$ cat config.mk
export PLATFORM = sky130hd
export DESIGN_NAME = cmd_serial_slave
export DESIGN_NICKNAME = d
export VERILOG_FILES = /design/src/rtl/cmdslv_pkg.sv /design/src/rtl/cmdslv_sync.sv /design/src/rtl/cmdslv_framer.sv /design/src/rtl/cmdslv_seq.sv /design/src/rtl/cmd_serial_slave.sv
export SDC_FILE = /design/constraint.sdc
export NUM_CORES = 1
export LEC_CHECK = 0
export CORE_MARGIN = 10
export CORE_UTILIZATION = 30
export CTS_CLUSTER_SIZE = 20
export DETAILED_ROUTE_END_ITERATION = 8
export PLACE_DENSITY = 0.55
export SLEW_MARGIN = 20
export SYNTH_ARGS = -nofsm -noshare
export SYNTH_HDL_FRONTEND = slang
export SYNTH_SLANG_ARGS = --single-unit
$ cat constraint.sdc
create_clock -name clk -period 2.6 [get_ports clk]
set_input_delay 0.26 -clock clk [delete_from_list [all_inputs] [get_ports clk]]
set_output_delay 0.26 -clock clk [all_outputs]
set_load 0.05 [all_outputs]
$ cat src/rtl/cmdslv_pkg.sv
package cmdslv_pkg;

   localparam int BYTE_W = 8;
   localparam int LEN_W  = 4;

   typedef logic [BYTE_W-1:0] byte_t;

   typedef struct packed {
      logic             known;
      logic             rd;
      logic [LEN_W-1:0] len;
      byte_t            base;
   } cmd_info_t;

   typedef enum logic [1:0] {
      SEQ_CMD   = 2'd0,
      SEQ_WRITE = 2'd1,
      SEQ_READ  = 2'd2
   } seq_state_t;

   function automatic cmd_info_t cmd_lookup(input byte_t code);
      cmd_info_t r;
      r = '{known: 1'b0, rd: 1'b0, len: '0, base: '0};
      case (code)
         8'h02: r = '{known: 1'b1, rd: 1'b0, len: 4'd1,  base: 8'h00};
         8'h03: r = '{known: 1'b1, rd: 1'b1, len: 4'd1,  base: 8'h00};
         8'h18: r = '{known: 1'b1, rd: 1'b0, len: 4'd2,  base: 8'h10};
         8'h19: r = '{known: 1'b1, rd: 1'b1, len: 4'd2,  base: 8'h10};
         8'h40: r = '{known: 1'b1, rd: 1'b0, len: 4'd15, base: 8'h20};
         8'h41: r = '{known: 1'b1, rd: 1'b1, len: 4'd15, base: 8'h20};
         8'h50: r = '{known: 1'b1, rd: 1'b0, len: 4'd0,  base: 8'h00};
         default: ;
      endcase
      return r;
   endfunction

endpackage

$ cat src/rtl/cmdslv_sync.sv
module cmdslv_sync #(
   parameter int             W       = 3,
   parameter int             STAGES  = 2,
   parameter logic [W-1:0]   RST_VAL = '0
) (
   input  logic         clk,
   input  logic         rst_n,
   input  logic [W-1:0] d,
   output logic [W-1:0] q
);

   if (W < 1) begin : g_bad_width
      $error("cmdslv_sync: W must be at least 1");
   end
   if (STAGES < 1) begin : g_bad_stages
      $error("cmdslv_sync: STAGES must be at least 1");
   end

   if (STAGES == 1) begin : g_single
      logic [W-1:0] r;
      always_ff @(posedge clk or negedge rst_n) begin
         if (!rst_n) r <= RST_VAL;
         else        r <= d;
      end
      assign q = r;
   end else begin : g_chain
      logic [W-1:0] st [STAGES];
      always_ff @(posedge clk or negedge rst_n) begin
         if (!rst_n) st[0] <= RST_VAL;
         else        st[0] <= d;
      end
      for (genvar i = 1; i < STAGES; i++) begin : g_stage
         always_ff @(posedge clk or negedge rst_n) begin
            if (!rst_n) st[i] <= RST_VAL;
            else        st[i] <= st[i-1];
         end
      end
      assign q = st[STAGES-1];
   end

endmodule

$ cat src/rtl/cmdslv_framer.sv
module cmdslv_framer
   import cmdslv_pkg::*;
#(
   parameter int RESET_EDGES = 16
) (
   input  logic  clk,
   input  logic  rst_n,
   input  logic  sclk_s,
   input  logic  csn_s,
   input  logic  din_s,
   input  logic  tx_en,
   input  byte_t tx_byte,
   output logic  byte_ok,
   output byte_t rx_byte,
   output logic  ovr,
   output logic  dio_out,
   output logic  dio_oe
);

   localparam int CNT_W = $clog2(RESET_EDGES + 1);

   if (RESET_EDGES <= BYTE_W) begin : g_bad_edges
      $error("cmdslv_framer: RESET_EDGES must exceed the byte width");
   end

   logic             sclk_d, csn_d;
   logic             rise, fall, cs_fall, cs_rise, in_win;
   logic [CNT_W-1:0] cnt;
   logic             poisoned;
   byte_t            rx_sh, tx_sh;

   assign rise    =  sclk_s & ~sclk_d;
   assign fall    = ~sclk_s &  sclk_d;
   assign cs_fall = ~csn_s  &  csn_d;
   assign cs_rise =  csn_s  & ~csn_d;
   assign in_win  = ~csn_s;

   always_ff @(posedge clk or negedge rst_n) begin
      if (!rst_n) begin
         sclk_d   <= 1'b0;
         csn_d    <= 1'b1;
         cnt      <= '0;
         poisoned <= 1'b0;
         rx_sh    <= '0;
         tx_sh    <= '0;
         byte_ok  <= 1'b0;
         ovr      <= 1'b0;
         dio_oe   <= 1'b0;
      end else begin
         sclk_d  <= sclk_s;
         csn_d   <= csn_s;
         byte_ok <= 1'b0;
         ovr     <= 1'b0;
         if (cs_fall) begin
            cnt      <= '0;
            poisoned <= 1'b0;
            tx_sh    <= tx_byte;
            dio_oe   <= tx_en;
         end else if (cs_rise) begin
            byte_ok <= ~poisoned && (cnt >= CNT_W'(BYTE_W));
            dio_oe  <= 1'b0;
         end else if (in_win && !poisoned) begin
            if (rise) begin
               rx_sh <= {rx_sh[BYTE_W-2:0], din_s};
               cnt   <= cnt + 1'b1;
               if (cnt == CNT_W'(RESET_EDGES - 1)) begin
                  ovr      <= 1'b1;
                  poisoned <= 1'b1;
                  dio_oe   <= 1'b0;
               end
            end else if (fall) begin
               tx_sh <= {tx_sh[BYTE_W-2:0], 1'b0};
            end
         end
      end
   end

   assign rx_byte = rx_sh;
   assign dio_out = tx_sh[BYTE_W-1];

   assert_byte_at_release_R1: assert property (@(posedge clk) disable iff (!rst_n)
      byte_ok |-> $past(csn_s));
   assert_ovr_in_window_R6: assert property (@(posedge clk) disable iff (!rst_n)
      ovr |-> $past(~csn_s));
   assert_ovr_releases_R6: assert property (@(posedge clk) disable iff (!rst_n)
      ovr |-> !dio_oe);
   assert_oe_starts_at_cs_fall_R8: assert property (@(posedge clk) disable iff (!rst_n)
      $rose(dio_oe) |-> $past(cs_fall));

endmodule

$ cat src/rtl/cmdslv_seq.sv
module cmdslv_seq
   import cmdslv_pkg::*;
#(
   parameter int ADDR_W = 6
) (
   input  logic              clk,
   input  logic              rst_n,
   input  logic              byte_ok,
   input  byte_t             rx_byte,
   input  logic              ovr,
   output logic              rd_active,
   output logic [ADDR_W-1:0] reg_addr,
   output byte_t             reg_wdata,
   output logic              reg_we,
   output logic              dev_reset
);

   seq_state_t       state;
   logic [LEN_W-1:0] remain;
   logic [ADDR_W-1:0] ptr;
   cmd_info_t        info;

   always_comb info = cmd_lookup(rx_byte);

   always_ff @(posedge clk or negedge rst_n) begin
      if (!rst_n) begin
         state     <= SEQ_CMD;
         remain    <= '0;
         ptr       <= '0;
         reg_we    <= 1'b0;
         reg_wdata <= '0;
         dev_reset <= 1'b0;
      end else begin
         reg_we    <= 1'b0;
         dev_reset <= 1'b0;
         if (reg_we) ptr <= ptr + 1'b1;
         if (ovr) begin
            state     <= SEQ_CMD;
            remain    <= '0;
            dev_reset <= 1'b1;
         end else if (byte_ok) begin
            case (state)
               SEQ_CMD: begin
                  if (info.known && info.len != '0) begin
                     state  <= info.rd ? SEQ_READ : SEQ_WRITE;
                     remain <= info.len;
                     ptr    <= ADDR_W'(info.base);
                  end
               end
               SEQ_WRITE: begin
                  reg_we    <= 1'b1;
                  reg_wdata <= rx_byte;
                  remain    <= remain - 1'b1;
                  if (remain == LEN_W'(1)) state <= SEQ_CMD;
               end
               SEQ_READ: begin
                  ptr    <= ptr + 1'b1;
                  remain <= remain - 1'b1;
                  if (remain == LEN_W'(1)) state <= SEQ_CMD;
               end
               default: state <= SEQ_CMD;
            endcase
         end
      end
   end

   assign rd_active = (state == SEQ_READ);
   assign reg_addr  = ptr;

   assert_busy_has_count_R2: assert property (@(posedge clk) disable iff (!rst_n)
      (state != SEQ_CMD) |-> (remain != '0));
   assert_we_from_write_R3: assert property (@(posedge clk) disable iff (!rst_n)
      reg_we |-> $past(state == SEQ_WRITE));
   assert_we_single_R3: assert property (@(posedge clk) disable iff (!rst_n)
      reg_we |=> !reg_we);
   assert_ovr_abandons_R6: assert property (@(posedge clk) disable iff (!rst_n)
      ovr |=> (state == SEQ_CMD) && dev_reset);

endmodule

$ cat src/rtl/cmd_serial_slave.sv
module cmd_serial_slave
   import cmdslv_pkg::*;
#(
   parameter int ADDR_W      = 6,
   parameter int SYNC_STAGES = 2,
   parameter int RESET_EDGES = 16
) (
   input  logic              clk,
   input  logic              rst_n,
   input  logic              ser_clk,
   input  logic              ser_csn,
   input  logic              ser_din,
   output logic              ser_dout,
   output logic              ser_oe,
   output logic [ADDR_W-1:0] reg_addr,
   output logic [7:0]        reg_wdata,
   output logic              reg_we,
   input  logic [7:0]        reg_rdata,
   output logic              dev_reset
);

   if (ADDR_W < 6) begin : g_bad_addr
      $error("cmd_serial_slave: ADDR_W must cover the command bases (>= 6)");
   end

   logic [2:0] sync_q;
   logic       byte_ok, ovr, rd_active;
   byte_t      rx_byte;

   cmdslv_sync #(.W(3), .STAGES(SYNC_STAGES), .RST_VAL(3'b010)) u_sync (
      .clk   (clk),
      .rst_n (rst_n),
      .d     ({ser_clk, ser_csn, ser_din}),
      .q     (sync_q)
   );

   cmdslv_framer #(.RESET_EDGES(RESET_EDGES)) u_framer (
      .clk     (clk),
      .rst_n   (rst_n),
      .sclk_s  (sync_q[2]),
      .csn_s   (sync_q[1]),
      .din_s   (sync_q[0]),
      .tx_en   (rd_active),
      .tx_byte (reg_rdata),
      .byte_ok (byte_ok),
      .rx_byte (rx_byte),
      .ovr     (ovr),
      .dio_out (ser_dout),
      .dio_oe  (ser_oe)
   );

   cmdslv_seq #(.ADDR_W(ADDR_W)) u_seq (
      .clk       (clk),
      .rst_n     (rst_n),
      .byte_ok   (byte_ok),
      .rx_byte   (rx_byte),
      .ovr       (ovr),
      .rd_active (rd_active),
      .reg_addr  (reg_addr),
      .reg_wdata (reg_wdata),
      .reg_we    (reg_we),
      .dev_reset (dev_reset)
   );

   assert_oe_read_only_R8: assert property (@(posedge clk) disable iff (!rst_n)
      ser_oe |-> rd_active);
   assert_no_write_while_driving_R5: assert property (@(posedge clk) disable iff (!rst_n)
      ser_oe |-> !reg_we);

endmodule

## Word level (Yosys, flattened, before mapping)

Cells that the tools add are included.

- Bits in registers: 55
- Latch bits: 0
- Bits in writable memories: 0
- ROM bits: 0
- Output and inout port bits: 18
- Logic and storage cells: 118
- Memories kept: 0

- Add/sub/neg operators: 3
- Multiply operators: 0
- Divide/modulo/power cells: 0
- Order comparisons: 1
- Equal/unequal tests: 15
- Shift operators: 0
- Mux-type cells: 46
- Bitwise logic cells: 12
- Reduce and logical (&&, ||, !) cells: 24

Operators by type and width:

| operator | count |
|---|---|
| case mux 14 bit (7 select lines) | 1 |
| 2-to-1 mux 8 bit | 5 |
| == test 8 x 7 -> 1 bit (second input constant) | 3 |
| 2-to-1 mux 6 bit | 4 |
| 2-to-1 mux 1 bit | 21 |
| 2-to-1 mux 5 bit | 4 |
| == test 8 x 2 -> 1 bit (second input constant) | 2 |
| == test 8 x 5 -> 1 bit (second input constant) | 2 |
| AND reduction 3 bit | 5 |
| 2-to-1 mux 4 bit | 3 |
| case mux 6 bit (2 select lines) | 1 |
| AND reduction 4 bit | 3 |
| nonzero test 3 bit | 4 |
| 2-to-1 mux 2 bit | 5 |
| nonzero test 2 bit | 5 |
| inverter 1 bit | 8 |
| case mux 4 bit (2 select lines) | 1 |
| adder 6 x 1 -> 6 bit (second input constant) | 1 |
| adder 5 x 1 -> 5 bit (second input constant) | 1 |
| == test 5 x 4 -> 1 bit (second input constant) | 1 |
| >= comparator 5 x 4 -> 1 bit (second input constant) | 1 |
| bitwise AND 1 bit | 4 |
| == test 4 x 1 -> 1 bit (second input constant) | 1 |
| case mux 2 bit (2 select lines) | 1 |
| other kinds (12) | 14 |

## Depth between registers and ports, before layout

- Word-level depth: 8
- Mapped depth: 7
- Mapped depth without buffers: 6

## By module

A second synthesis with hierarchy kept.

- Cells, all modules: 245
- Area, all modules: 2790.2 um2

Modules (own cells, without submodules):

| module | instances | cells each | area each (um2) | sequential area each (um2) |
|---|---|---|---|---|
| cmdslv_seq | 1 | 127 | 1311.3 | 550.5 |
| cmdslv_framer | 1 | 109 | 1303.8 | 676.9 |
| cmdslv_sync | 1 | 9 | 175.2 | 152.6 |

## Worst setup path before layout

Ideal clock, no wire load.

- Kind: register to register
- From: register u_seq.state[0]
- To: register u_seq.remain[0]
- Library setup time: 128 ps
- Arrival: 1724 ps
- Required time: 2472 ps
- Path slack: 748 ps
- Cell stages (with the launch flop): 7
- Period minus slack after synthesis: 1852 ps
- Path through: dfrtp_1 > inv_1 > ha_1 > nor4b_4 > nand2_1 > o21ai_2 > mux2_1

- Word-level cells in the longest chain between the ends: 5

RTL lines:

| element | RTL line | RTL |
|---|---|---|
| from (decl) | cmdslv_seq.sv:18 | `seq_state_t state;` |
| from (signal assigned) | cmdslv_seq.sv:45 | `state <= info.rd ? SEQ_READ : SEQ_WRITE;` |
| == test 2 bit or == test 2 x 1 -> 1 bit (tied branches) | cmdslv_seq.sv:42 | `case (state)` |
| OR reduction 2 bit (no line) | -- |  |
| case mux 4 bit (2 select lines) | cmdslv_seq.sv:42 |  |
| 2-to-1 mux 4 bit | cmdslv_seq.sv:41 | `end else if (byte_ok) begin` |
| 2-to-1 mux 4 bit | cmdslv_seq.sv:37 | `if (ovr) begin` |
| to (signal assigned) | cmdslv_seq.sv:46 | `remain <= info.len;` |
| to (signal assigned) | cmdslv_seq.sv:53 | `remain <= remain - 1'b1;` |
| to (signal assigned) | cmdslv_seq.sv:58 | `remain <= remain - 1'b1;` |
| to (decl) | cmdslv_seq.sv:19 | `logic [LEN_W-1:0] remain;` |

Parallel ways exist; a longest one is shown, timed or not. The select of a mux whose other input is x is not followed.
A chain may end at the register's enable or synchronous reset.

## Worst setup path in the final report

- From: register u_seq.state[1]
- To: register u_seq.remain[1]

Same word-level chain as after synthesis.

==> flow_metrics.py <==
metrics = {
    "sta": {
        "post-route-period-util_pct": 80.0,
        "slew_headroom_pct": 39.0,
        "report.final.setup_viol": 0,
        "hold_viol": 0,
        "clock_skew_ns": 0.00764,
        "setup-tns-final_ns": 0,
        "fin_crit_ns": 2.08,
        "maxSlewViolCount": 0,
        "rsz0062_at_grt": "false",
        "fmax_mhz": 481,
        "final.setup.worst_slack_ns": 0.520,
        "worst_pin_slew_ns": 0.914,
    },
    "route": {
        "wl_per_cell_um": 14.7,
        "vias": 1952,
        "wl_mm": 5.72,
        "drt_iter0_markers": 83,
        "postRouteAntennaNets": 0,
        "drc": 0,
        "first_pass_iters": 4,
        "via_per_inst": 5.03,
    },
    "clocking": {
        "cts-root-buf": "clkbuf_8",
        "post_cts_resized": 0,
        "clk-insertion-delay-late_ns": 0.32,
        "cts_hold_buf": 1,
        "cts.path.max_buffers": 2,
        "cts_tree": "yes",
        "clk_pin_slew_ns": 0.09,
        "cts.sinks": 55,
        "htree_levels": 2,
        "numCtsBuffers": 5,
        "post_cts_buffers": 0,
    },
    "cells_and_area": {
        "fill_cells": 912,
        "layout_common_cells": "52 x dfrtp_1, 29 x clkdlybuf4s50_1, 21 x nand2_1",
        "final_layout_size_suffix_gt1_share_pct": 14.8,
        "area_growth_pct": 19.0,
        "diodes": 0,
        "nets": 300,
        "final_common_cell": "dfrtp_1",
        "fin_cells": 388,
        "final-seq-area_um2": 1380,
        "fin_util_pct": 36.2,
        "multi_input_area_um2": 1290,
    },
    "die": {
        "die_h_um": 116,
        "ios": 31,
        "initial_core_util_pct": 30.4,
        "core_area_um2": 9110,
        "dieArea_um2": 13500,
        "die_x_um": 116,
        "row_count": 35,
    },
    "global_routing": {
        "antenna_found_initial": 0,
        "grt_pass1_wl_mm": 9.92,
        "grt_usage_pct": 9.07,
        "grt_pass1_vias": 2036,
        "grt_max_degree": 30,
        "grt.overflow.total": 0,
    },
    "setup_path": {
        "cp.buffers_inverters": 1,
        "crit_slowest_cell": "nor4b_4",
        "critPathTopFamily": "simple AND/OR/NAND/NOR gates",
        "max_stage_delay_ns": 0.51,
        "critPathRequiredTime_ns": 2.80,
        "cp.arrival_ns": 2.28,
        "path_class": "register to register",
        "endpoint_kind": "register",
        "crit_path_cell_trace": "inv_1, ha_1, nor4b_4, nand2_1, o21ai_2, mux2_1",
        "cp_max_fo": 8,
        "cp-start-kind": "register",
    },
    "power": {
        "finalPower_mw": 1.85,
        "p_per_area_nw_per_um2": 561,
        "power_leakage_nw": 1.42,
        "vdd.ir_drop.worst_uv": 272,
    },
    "placement": {
        "finalWeightedCongestion": 0.824,
        "place_ws_ns": 0.549,
        "io_buffers": 30,
        "place.detailed.hpwl_mm": 4.24,
        "placed_cells": 379,
    },
    "synth": {
        "synth_area_per_cell_um2": 11.4,
        "ys_seq_elements": 55,
        "ys.flop_type": "dfrtp_1",
        "yosysSeqAreaShare_pct": 49.8,
        "syn_inst": 244,
        "synth_edf_count": 0,
        "async_flop_share_pct": 100,
        "syn-num-nets": 268,
        "netlist_area_um2": 2770,
        "yosys_warnings": 0,
        "yosysUniqueCellTypes": 55,
    },
    "worst_hold_path": {
        "hp-class": "input pin to register",
    },
    "run": {
        "max_cap_violations": 0,
    },
    "status": {
        "status": "finished clean",
    },
}
[sequential cells by signal, summed over array words and instances (netlist names)]
register	cells
u_framer.rx_byte	8
u_framer.tx_sh	8
u_seq.reg_wdata	8
u_seq.reg_addr	6
u_framer.cnt	5
u_seq.remain	4
u_sync.g_chain.st	3
u_sync.q	3
u_seq.state	2
u_framer.byte_ok	1
u_framer.csn_d	1
u_framer.dio_oe	1
u_framer.ovr	1
u_framer.poisoned	1
u_framer.sclk_d	1
u_seq.dev_reset	1
u_seq.reg_we	1
[routing by layer]
metal	up-vias	track usage [%]	wire, um
met5	-	0	0
met2	39	14.6	2550
li1	943	-	-
met1	964	11.2	2790
met4	0	2.50	61
met3	6	3.29	316
[worst paths after layout]
check | start | endpoint | slack, ns | cells after the start
min | ser_csn | u_sync.g_chain.st[4] | 0.34 | 1
min reg2reg | u_sync.g_chain.st[4] | u_sync.q[1] | 0.36 | 0
max in group asynchronous | rst_n | u_framer.cnt[1] | 1.52 | 3
max reg2reg | u_seq.state[1] | u_seq.remain[1] | 0.52 | 6
max | u_seq.state[1] | u_seq.remain[1] | 0.52 | 6
min in group asynchronous | rst_n | u_seq.reg_wdata[7] | 0.51 | 2
[cells by family (layout without fill, tap and decap cells)]
group / after synthesis / after routing / share of synthesized area, %
buffers and inverters: 26 / 59 / 3.70
AO/OA/AOI/OAI: 58 / 58 / 15.3
multiplexers: 28 / 28 / 11.0
XOR/XNOR: 3 / 3 / 0.948
flip-flops: 55 / 55 / 49.8
AND/OR/NAND/NOR: 63 / 63 / 14.4
adder cells (fa/ha/maj): 11 / 11 / 4.96
[synthesized netlist by cell type, drive strengths merged, types with 4 or more instances]
cell | number | area [um2]
a21oi | 6 | 30.0
a311oi | 4 | 35.0
buf | 4 | 18.8
clkbuf | 5 | 20.0
dfrtp | 52 | 1300
ha | 11 | 138
inv | 17 | 63.8
mux2 | 19 | 214
mux2i | 9 | 90.1
nand2 | 21 | 78.8
nand3 | 4 | 20.0
nand4 | 5 | 31.3
nor2 | 9 | 33.8
nor3 | 4 | 20.0
nor4b | 6 | 113
o21ai | 17 | 88.8
o31ai | 4 | 35.0
[area by class of cell]
type	count	area share, %
Tap cell	111	4.21
Inverter	17	1.93
Clock buffer	6	2.20
Clock inverter	2	0.379
Timing Repair Buffer	34	10.3
Sequential cell	55	41.8
Multi-Input combinational cell	163	39.1
[power breakdown]
part	internal (mW)	switching, mW	total [mW]	leakage, nW
Sequential	0.930	0.108	1.04	0.729
Clock	0.189	0.285	0.474	0.0412
Combinational	0.161	0.176	0.338	0.646
Total	1.28	0.569	1.85	1.42
[through the flow]
stage	hold WS, ns	area, um2
floorplan	-0.0356	2770
global placement	0.334	3200
detailed placement	0.339	3200
CTS	0.332	3300
global route	0.324	3300
finish	0.343	3300
Power figures use the tool's default switching activity.
